==> config.mk <==
export PLATFORM = sky130hd
export DESIGN_NAME = pix_fmt_expand
export DESIGN_NICKNAME = d
export VERILOG_FILES = /design/src/rtl/pix_fmt_pkg.sv /design/src/rtl/pix_rst_sync.sv /design/src/rtl/pix_byte_order.sv /design/src/rtl/pix_chan_unpack.sv /design/src/rtl/pix_alpha_scale.sv /design/src/rtl/pix_fmt_expand.sv
export SDC_FILE = /design/constraint.sdc
export NUM_CORES = 1
export LEC_CHECK = 0
export BUFFER_PORTS_ARGS = -buffer_cell sky130_fd_sc_hd__clkbuf_2
export CELL_PAD_IN_SITES_DETAIL_PLACEMENT = 0
export CELL_PAD_IN_SITES_GLOBAL_PLACEMENT = 2
export CORE_UTILIZATION = 32
export CTS_CLUSTER_SIZE = 40
export DETAILED_ROUTE_END_ITERATION = 6
export PLACE_DENSITY_LB_ADDON = 0.1
export SLEW_MARGIN = 20
export SYNTH_ARGS = -nofsm -noshare
export SYNTH_HDL_FRONTEND = slang
export SYNTH_HIERARCHICAL = 1
export SYNTH_SLANG_ARGS = --single-unit
export TNS_END_PERCENT = 50
==> constraint.sdc <==
create_clock -name clk -period 2.44 [get_ports clk]
set_input_delay 0.244 -clock clk [delete_from_list [all_inputs] [get_ports clk]]
set_output_delay 0.244 -clock clk [all_outputs]
set_load 0.01 [all_outputs]
==> src/rtl/pix_fmt_pkg.sv <==
package pix_fmt_pkg;

  localparam int CH_W      = 8;
  localparam int NUM_CH    = 4;
  localparam int WORD_W    = CH_W * NUM_CH;
  localparam int BYTE_W    = 8;
  localparam int NUM_BYTES = WORD_W / BYTE_W;

  localparam int CTL_FMT_LSB   = 0;
  localparam int CTL_FMT_W     = 5;
  localparam int CTL_ARANGE    = 5;
  localparam int CTL_RB_SWAP   = 6;
  localparam int CTL_BIG_END   = 23;

  typedef enum logic [CTL_FMT_W-1:0] {
    FMT_RGB565   = 5'd0,
    FMT_RGB888   = 5'd1,
    FMT_XRGB     = 5'd2,
    FMT_ARGB8565 = 5'd4,
    FMT_ARGB8888 = 5'd5,
    FMT_ARGB1555 = 5'd6,
    FMT_ARGB4444 = 5'd7
  } pix_fmt_e;

  typedef enum logic [1:0] {
    ALPHA_OPAQUE,
    ALPHA_SCALED,
    ALPHA_DIRECT
  } alpha_kind_e;

  typedef struct packed {
    logic [CH_W-1:0] a;
    logic [CH_W-1:0] r;
    logic [CH_W-1:0] g;
    logic [CH_W-1:0] b;
  } argb_t;

  // Widen the low w bits of v to CH_W bits by repeating the field top-down.
  function automatic logic [CH_W-1:0] widen(input logic [CH_W-1:0] v, input int w);
    logic [CH_W-1:0] res;
    for (int i = 0; i < CH_W; i++) begin
      res[CH_W-1-i] = v[w-1-(i % w)];
    end
    return res;
  endfunction

  // Number of significant bytes per layout, used for byte reversal.
  function automatic logic [2:0] sig_bytes(input logic [CTL_FMT_W-1:0] code);
    case (code)
      FMT_RGB565, FMT_ARGB1555, FMT_ARGB4444: return 3'd2;
      FMT_RGB888, FMT_ARGB8565:               return 3'd3;
      default:                                return 3'd4;
    endcase
  endfunction

endpackage

==> src/rtl/pix_rst_sync.sv <==
module pix_rst_sync #(
  parameter int STAGES = 2
) (
  input  logic clk,
  input  logic rst_n,
  output logic rst_sync_n
);
  logic [STAGES-1:0] chain_q;

  always_ff @(posedge clk or negedge rst_n) begin
    if (!rst_n) chain_q <= '0;
    else        chain_q <= {chain_q[STAGES-2:0], 1'b1};
  end

  assign rst_sync_n = chain_q[STAGES-1];
endmodule

==> src/rtl/pix_byte_order.sv <==
module pix_byte_order
  import pix_fmt_pkg::*;
(
  input  logic [WORD_W-1:0]    word_in,
  input  logic                 big_end,
  input  logic [CTL_FMT_W-1:0] fmt_code,
  output logic [WORD_W-1:0]    word_out
);
  logic [WORD_W-1:0] rev [2:NUM_BYTES];

  // One reversed view per significant-byte count.
  for (genvar nb = 2; nb <= NUM_BYTES; nb++) begin : g_view
    for (genvar bi = 0; bi < nb; bi++) begin : g_byte
      assign rev[nb][bi*BYTE_W +: BYTE_W] = word_in[(nb-1-bi)*BYTE_W +: BYTE_W];
    end
    if (nb < NUM_BYTES) begin : g_pad
      assign rev[nb][WORD_W-1:nb*BYTE_W] = '0;
    end
  end

  always_comb begin
    if (!big_end) begin
      word_out = word_in;
    end else begin
      case (sig_bytes(fmt_code))
        3'd2:    word_out = rev[2];
        3'd3:    word_out = rev[3];
        default: word_out = rev[NUM_BYTES];
      endcase
    end
  end
endmodule

==> src/rtl/pix_chan_unpack.sv <==
module pix_chan_unpack
  import pix_fmt_pkg::*;
(
  input  logic [WORD_W-1:0]    word,
  input  logic [CTL_FMT_W-1:0] fmt_code,
  output argb_t                chans,
  output alpha_kind_e          a_kind,
  output logic                 known
);
  always_comb begin
    chans  = '0;
    a_kind = ALPHA_OPAQUE;
    known  = 1'b1;
    case (fmt_code)
      FMT_RGB565: begin
        chans.r = widen(CH_W'(word[15:11]), 5);
        chans.g = widen(CH_W'(word[10:5]), 6);
        chans.b = widen(CH_W'(word[4:0]), 5);
      end
      FMT_RGB888, FMT_XRGB: begin
        chans.r = word[23:16];
        chans.g = word[15:8];
        chans.b = word[7:0];
      end
      FMT_ARGB8565: begin
        chans.a = word[23:16];
        chans.r = widen(CH_W'(word[15:11]), 5);
        chans.g = widen(CH_W'(word[10:5]), 6);
        chans.b = widen(CH_W'(word[4:0]), 5);
        a_kind  = ALPHA_SCALED;
      end
      FMT_ARGB8888: begin
        chans.a = word[31:24];
        chans.r = word[23:16];
        chans.g = word[15:8];
        chans.b = word[7:0];
        a_kind  = ALPHA_SCALED;
      end
      FMT_ARGB1555: begin
        chans.a = {CH_W{word[15]}};
        chans.r = widen(CH_W'(word[14:10]), 5);
        chans.g = widen(CH_W'(word[9:5]), 5);
        chans.b = widen(CH_W'(word[4:0]), 5);
        a_kind  = ALPHA_DIRECT;
      end
      FMT_ARGB4444: begin
        chans.a = widen(CH_W'(word[15:12]), 4);
        chans.r = widen(CH_W'(word[11:8]), 4);
        chans.g = widen(CH_W'(word[7:4]), 4);
        chans.b = widen(CH_W'(word[3:0]), 4);
        a_kind  = ALPHA_DIRECT;
      end
      default: begin
        known  = 1'b0;
        a_kind = ALPHA_DIRECT;
      end
    endcase
  end
endmodule

==> src/rtl/pix_alpha_scale.sv <==
module pix_alpha_scale
  import pix_fmt_pkg::*;
(
  input  logic [CH_W-1:0] a_raw,
  input  alpha_kind_e     a_kind,
  input  logic            full_range,
  output logic [CH_W-1:0] a_out
);
  localparam logic [CH_W-1:0] HALF = {1'b1, {(CH_W-1){1'b0}}};

  logic [CH_W-1:0] clamped;
  logic [CH_W:0]   doubled;

  always_comb begin
    clamped = (a_raw > HALF) ? HALF : a_raw;
    // 2*c, minus one only at the clamp point so that HALF lands on all ones
    doubled = {clamped, 1'b0} - {{CH_W{1'b0}}, clamped[CH_W-1]};
    case (a_kind)
      ALPHA_OPAQUE: a_out = '1;
      ALPHA_SCALED: a_out = full_range ? a_raw : doubled[CH_W-1:0];
      default:      a_out = a_raw;
    endcase
  end
endmodule

==> src/rtl/pix_fmt_expand.sv <==
module pix_fmt_expand
  import pix_fmt_pkg::*;
#(
  parameter int CTL_W = 32
) (
  input  logic              clk,
  input  logic              rst_n,
  input  logic              in_valid,
  input  logic [WORD_W-1:0] in_word,
  input  logic [CTL_W-1:0]  in_ctl,
  output logic              out_valid,
  output logic [WORD_W-1:0] out_argb,
  output logic              out_unknown
);
  logic                 rst_sync_n;
  logic [CTL_FMT_W-1:0] fmt_code;
  logic [WORD_W-1:0]    norm_word;
  argb_t                chans;
  alpha_kind_e          a_kind;
  logic                 known;
  logic [CH_W-1:0]      alpha;
  argb_t                pix;
  logic                 unused_ctl;

  argb_t argb_d, argb_q;
  logic  unk_d, unk_q;
  logic  vld_d, vld_q;

  assign fmt_code   = in_ctl[CTL_FMT_LSB +: CTL_FMT_W];
  assign unused_ctl = ^in_ctl;

  pix_rst_sync #(.STAGES(2)) u_rst (
    .clk        (clk),
    .rst_n      (rst_n),
    .rst_sync_n (rst_sync_n)
  );

  pix_byte_order u_order (
    .word_in  (in_word),
    .big_end  (in_ctl[CTL_BIG_END]),
    .fmt_code (fmt_code),
    .word_out (norm_word)
  );

  pix_chan_unpack u_unpack (
    .word     (norm_word),
    .fmt_code (fmt_code),
    .chans    (chans),
    .a_kind   (a_kind),
    .known    (known)
  );

  pix_alpha_scale u_alpha (
    .a_raw      (chans.a),
    .a_kind     (a_kind),
    .full_range (in_ctl[CTL_ARANGE]),
    .a_out      (alpha)
  );

  always_comb begin
    pix.a = alpha;
    pix.g = chans.g;
    if (in_ctl[CTL_RB_SWAP]) begin
      pix.r = chans.b;
      pix.b = chans.r;
    end else begin
      pix.r = chans.r;
      pix.b = chans.b;
    end
    if (!known) pix = '0;
  end

  // Next-state: capture only on a strobe.
  always_comb begin
    vld_d  = in_valid;
    argb_d = argb_q;
    unk_d  = unk_q;
    if (in_valid) begin
      argb_d = pix;
      unk_d  = ~known;
    end
  end

  always_ff @(posedge clk or negedge rst_sync_n) begin
    if (!rst_sync_n) begin
      vld_q  <= 1'b0;
      argb_q <= '0;
      unk_q  <= 1'b0;
    end else begin
      vld_q  <= vld_d;
      argb_q <= argb_d;
      unk_q  <= unk_d;
    end
  end

  assign out_valid   = vld_q;
  assign out_argb    = argb_q;
  assign out_unknown = unk_q;
endmodule

# Word-level counts from Yosys, hierarchy flattened
# Cells that the tools add are included.
[word_totals]
ff_bits = 36
latch_bits = 0
mem_bits_rw = 0
romBits = 0
in_bits = 67
output_inout_bits = 34
word_cells = 42
memories = 0
[classes]
addsub = 1
mul = 0
div_mod_pow = 0
magnitude_cmp = 1
n_eq_ne = 9
n_shift = 0
mux = 14
bitwise_logic = 1
n_reduce_logical = 9
[op_table]
columns = ["cell", "n"]
rows = [
  ["24-bit one-hot mux with 4 select lines", 1],
  ["32-bit two-way mux", 2],
  ["32-bit one-hot mux with 2 select lines", 1],
  ["8-bit two-way mux", 4],
  ["8-bit one-hot mux with 4 select lines", 1],
  ["5-bit by 3-bit equality test with 1-bit output (second input constant)", 4],
  ["8-bit one-hot mux with 2 select lines", 1],
  ["3-bit OR reduction", 3],
  ["8-bit greater-than comparator (second input constant)", 1],
  ["8-bit by 1-bit subtractor with 8-bit output", 1],
  ["7-bit OR reduction", 1],
  ["3-bit by 2-bit equality test with 1-bit output (second input constant)", 2],
  ["3-bit one-hot mux with 2 select lines", 1],
  ["2-bit OR reduction", 3],
  ["5-bit by 1-bit equality test with 1-bit output (second input constant)", 1],
  ["5-bit by 2-bit equality test with 1-bit output (second input constant)", 1],
  ["5-bit logical NOT", 1],
  ["2-bit one-hot mux with 2 select lines", 1],
  ["3-bit two-way mux", 1],
  ["2-bit by 1-bit equality test with 1-bit output (second input constant)", 1],
  ["2-bit logical NOT", 1],
  ["1-bit two-way mux", 1],
  ["1-bit inverter", 1],
]

# Longest topological paths before layout
[logic_depth]
depth_word = 14
ltp_mapped = 14
mapped_depth_nobuf = 12

# By module
# The synthesis kept the hierarchy.
[by_module_without_submodules]
columns = ["module", "n_inst", "cells_per_inst", "area_each_um2", "seq_area_each_um2"]
rows = [
  ["pix_fmt_expand", 1, 143, 1483.9, 850.8],
  ["pix_chan_unpack", 1, 112, 929.6, 0.0],
  ["pix_byte_order", 1, 104, 665.6, 0.0],
  ["pix_alpha_scale", 1, 16, 107.6, 0.0],
  ["pix_rst_sync", 1, 3, 53.8, 50.0],
]

# Least setup slack after synthesis
# OpenSTA, ideal clock, no wires.
[synth_path]
kind = "input port to flip-flop"
startpoint = "in in_ctl[4]"
endpoint = "reg argb_q (netlist bit out_argb[29])"
setup_time_ns = 0.133
arrival_time_ns = 2.580
t_required_ns = 2.307
slack_ns = -0.273
cell_stages = 13
n_path_buf = 3
path_cell_list = "nor2_2 -> o211ai_2 -> and2_1 -> buf_2 -> buf_6 -> a221o_1 -> o21ai_1 -> a21oi_1 -> or4b_1 -> buf_2 -> o22a_1 -> nand3_1 -> o21ai_0"
[synth_lines]
columns = ["element", "line", "rtl"]
rows = [
  ["start: declaration", "pix_fmt_expand.sv:10", "input logic [CTL_W-1:0] in_ctl,"],
  ["end signal: assignment", "pix_fmt_expand.sv:91", "argb_q <= argb_d;"],
  ["end: declaration", "pix_fmt_expand.sv:25", "argb_t argb_d, argb_q;"],
]

==> out/summary.txt <==
result of the run: finished clean
Detailed Routing Iterations Pass 1: 5
mean instance size in the synthesized netlist: 8.57 µm²
synthesis warning total: 6
area taken by flip-flops and latches: 901 µm²
M1 wire length: 5090 µm
number of design-rule violations left by the first detailed-router iteration: 233
met3 wire length: 472 µm
main combinational cell family by area after synthesis: compound AO/OA/AOI/OAI gates
wire length of the first global-routing pass: 16900 µm
Worst Path Arrival: 2.46 ns
cell mode on critical path: sky130_fd_sc_hd__buf_4
proportion of power drawn by combinational gates: 0.346
final worst path period need: 2.33 ns
proportion of power drawn by the clock network: 0.263
total negative setup slack: 0 ns
final std cells w/o fill: 623
routed length per instance: 16.7 µm
clock tree root buffer cell: sky130_fd_sc_hd__clkbuf_8
delay contributed by the slowest stage of the critical path: 0.40 ns
Critical Path Fanout Max: 9
RSZ-0062 raised after global routing: no
fill cell instance count of the final layout: 1062
maximum level of the CTS H-tree: 2
ANT nets after route: 0
starting utilization of the core area: 0.332
nets@finish: 556
total instance count after detailed placement: 613
net switching power of the design: 509 µW
number of violations of the max-capacitance limit: 0
Cell Rows: 36
Port Buffer Count: 76
sequential area share after synthesis: 0.278
multiplexer share of the synthesized area: 0.0869
Cell Int Power: 1090 µW
total global routing overflow: 0
Area after DPL: 4020 µm²
total wire length: 10400 µm
endpoint type of the worst setup path: flop
via count of the first global-routing pass: 3219
predominant post-synthesis flop cell: sky130_fd_sc_hd__dfrtp_1
DRC: 0
top sig layer: met4
clock tree from TritonCTS: built
pwr dens: 385 nW/µm²
via density per instance: 5.38
placer's final routability congestion estimate: 0.927
total inserted antenna cells: 0
Worst setup endpoint: out_argb[22]$_DFFE_PN0P_
I/O pins: 101
critical register-to-register path startpoint: out_argb[5]$_DFFE_PN0P_
horizontal die dimension: 103 µm
area share of xor/xnor cells in the synthesized design: 0.00270
largest clock skew in the final design: 0.00358 ns
Bufs on Longest Clock Path: 2
area of the die: 10500 µm²
hold violation total from the final report: 0
Syn Inst Count: 378
clock-pin slew of the registers on the worst-case setup and hold paths: 0.06 ns
r2r endpoint: out_argb[5]$_DFFE_PN0P_
fraction of the mapped netlist area in compound gates: 0.352
fraction of the mapped netlist area in adder cells: 0
count of final setup violators: 0
count of distinct cell types in the synthesized netlist: 55
actual transition at the worst max-transition pin: 0.685 ns
category of the most critical setup path: in -> reg
crit share post-route: 0.953
clock latency of the later-clocked register in the worst-skew pair: 0.28 ns
post-synthesis share of cell area spent on and, or, nand and nor gates: 0.157
leakage power: 0.00192 µW
library cell with the largest summed area after synthesis: sky130_fd_sc_hd__dfrtp_1
hold crit path type: reg -> async
standard cell core area: 9770 µm²
area of all placed cells without fillers: 4150 µm²
sequential cell fraction of total power: 0.391
Synth-to-Final Area Change: 28.0%
asr flop ratio synth: 1.00
number of enable flip-flop cells after synthesis: 0
Switching Fraction: 0.319
FF-to-FF path depth: 2
cell chain of the critical path: clkbuf_2 -> buf_4 -> nand2b_4 -> o211ai_4 -> and2_4 -> buf_4 -> a221o_1 -> buf_4 -> a32o_1 -> a221o_2 -> mux2i_1 -> o22ai_1
Relative slew margins: 0.543
CTS Buf Count: 5
pin count of the biggest net entering global routing: 35
Post-Synthesis Cell Area: 3240 µm²
fraction of layout instances using a drive strength above 1: 0.363
total nets after synthesis: 445
Data required, critical path: 2.58 ns
top cells by area, synth: sky130_fd_sc_hd__dfrtp_1 28%, sky130_fd_sc_hd__mux2i_1 8.3%, sky130_fd_sc_hd__a221o_1 4.9%
amount of wire on met2 after detailed routing: 4660 µm
total via count after detailed routing: 3353
list of most frequent post-synthesis cells: 37 x sky130_fd_sc_hd__inv_1, 36 x sky130_fd_sc_hd__dfrtp_1, 27 x sky130_fd_sc_hd__mux2i_1, 25 x sky130_fd_sc_hd__nand3_1, 22 x sky130_fd_sc_hd__nor2_1
final HPWL from detailed placement: 8310 µm
utilization after layout: 0.424
worst IR drop on VDD: 0.000207 V
number of antenna violations at the first check in global routing: 0
count of clock tree sinks: 36
number of synthesized register bits: 36
sort of element at the start of the critical path: input port
share of the synthesized area in the top cell type: 0.278
CP startpoint: in_ctl[2]
die outline height: 103 µm
highest attainable clock frequency: 430 MHz
Slew Viols, Final: 0
worst reg-to-reg setup slack: 1.78 ns
total area of multi-input combinational cells: 1990 µm²
combined global-route utilization of all metal layers: 0.208
most frequent cell after synthesis: sky130_fd_sc_hd__inv_1
cell at the slowest stage of the critical path: sky130_fd_sc_hd__a221o_1
## how the worst min path moves through the flow
stage,depth (start not counted),from,slack [ns],end
after global routing,2,rst_n,0.32,u_rst/chain_q[0]$_DFF_PN0_
after global placement,1,rst_n,0.03,u_rst/chain_q[0]$_DFF_PN0_
final,1,u_rst/chain_q[1]$_DFF_PN0_,0.27,out_argb[13]$_DFFE_PN0P_
after floorplan,0,rst_n,-0.05,u_rst/chain_q[0]$_DFF_PN0_
after CTS,2,rst_n,0.26,u_rst/chain_q[0]$_DFF_PN0_
after detailed placement,1,rst_n,0.03,u_rst/chain_q[1]$_DFF_PN0_
## state kept, by name, summed over array words and instances, names as in the netlist
signal / cells
u_rst/chain_q: 2
out_valid: 1
out_unknown: 1
out_argb: 32
## placed cells by master, fill, tap and decap left out, drive strengths merged, types with 8 or more instances in the layout
cell    instances
buf            62
dfrtp          36
a221o          27
o22ai          16
a32o           12
o21ai          19
nor2           23
a31oi          11
a21oi          19
a21boi         14
clkbuf         84
nand3          25
nand2          15
inv            37
a222oi          8
mux2i          27
a22o            8
## what timing repair did
action,4_1_cts,5_1_grt
endpoints found under the setup margin,0,9
hold buffers,1,0
resized for setup,0,9
hold endpoints to repair,2,0
buffers inserted,0,1
## area by class of cell
| type | count | share of cell area |
|---|---|---|
| multi-input cells | 269 | 0.480 |
| flip-flops and latches | 36 | 0.217 |
| repair buffers | 139 | 0.206 |
| well taps | 133 | 0.0401 |
| inverters | 38 | 0.0344 |
| clock buffers | 8 | 0.0217 |
## critical path: cells and delay by family
family	cells	cell delay, ns
AOI/OAI and AO/OA	5	1.13
muxes	1	0.17
buffers and inverters	4	0.60
and+or+nand+nor	2	0.30
## logic make-up after synthesis
kind of cell,Yosys count
AND/OR/NAND/NOR,92
flip-flops,36
multiplexers,28
AO/OA/AOI/OAI,147
buffers and inverters,73
other,1
XOR/XNOR,1
## power groups by stage
stage	clock network (µW)	registers, µW	logic [µW]
after floorplan	0	651	302
after global placement	0	636	537
after detailed placement	0	636	539
after CTS	437	625	543
after global routing	460	627	603
final	420	624	552
## metal layers
metal,GRT usage,vias to the layer above
met3,0.0190,14
met1,0.295,1551
met4,0.0670,0
met2,0.332,113
met5,0,-
li1,-,1675
## metrics by stage
step	power, µW	setup slack [ns]	hold WS (ns)
5_1_grt	1690	0.00133	0.315
3_3_place_gp	1170	-0.222	0.0279
3_5_place_dp	1180	-0.215	0.0312
4_1_cts	1600	0.0743	0.259
2_1_floorplan	953	-0.0505	-0.0516
6_report	1600	0.114	0.269
(Power assumes the default switching activity.)
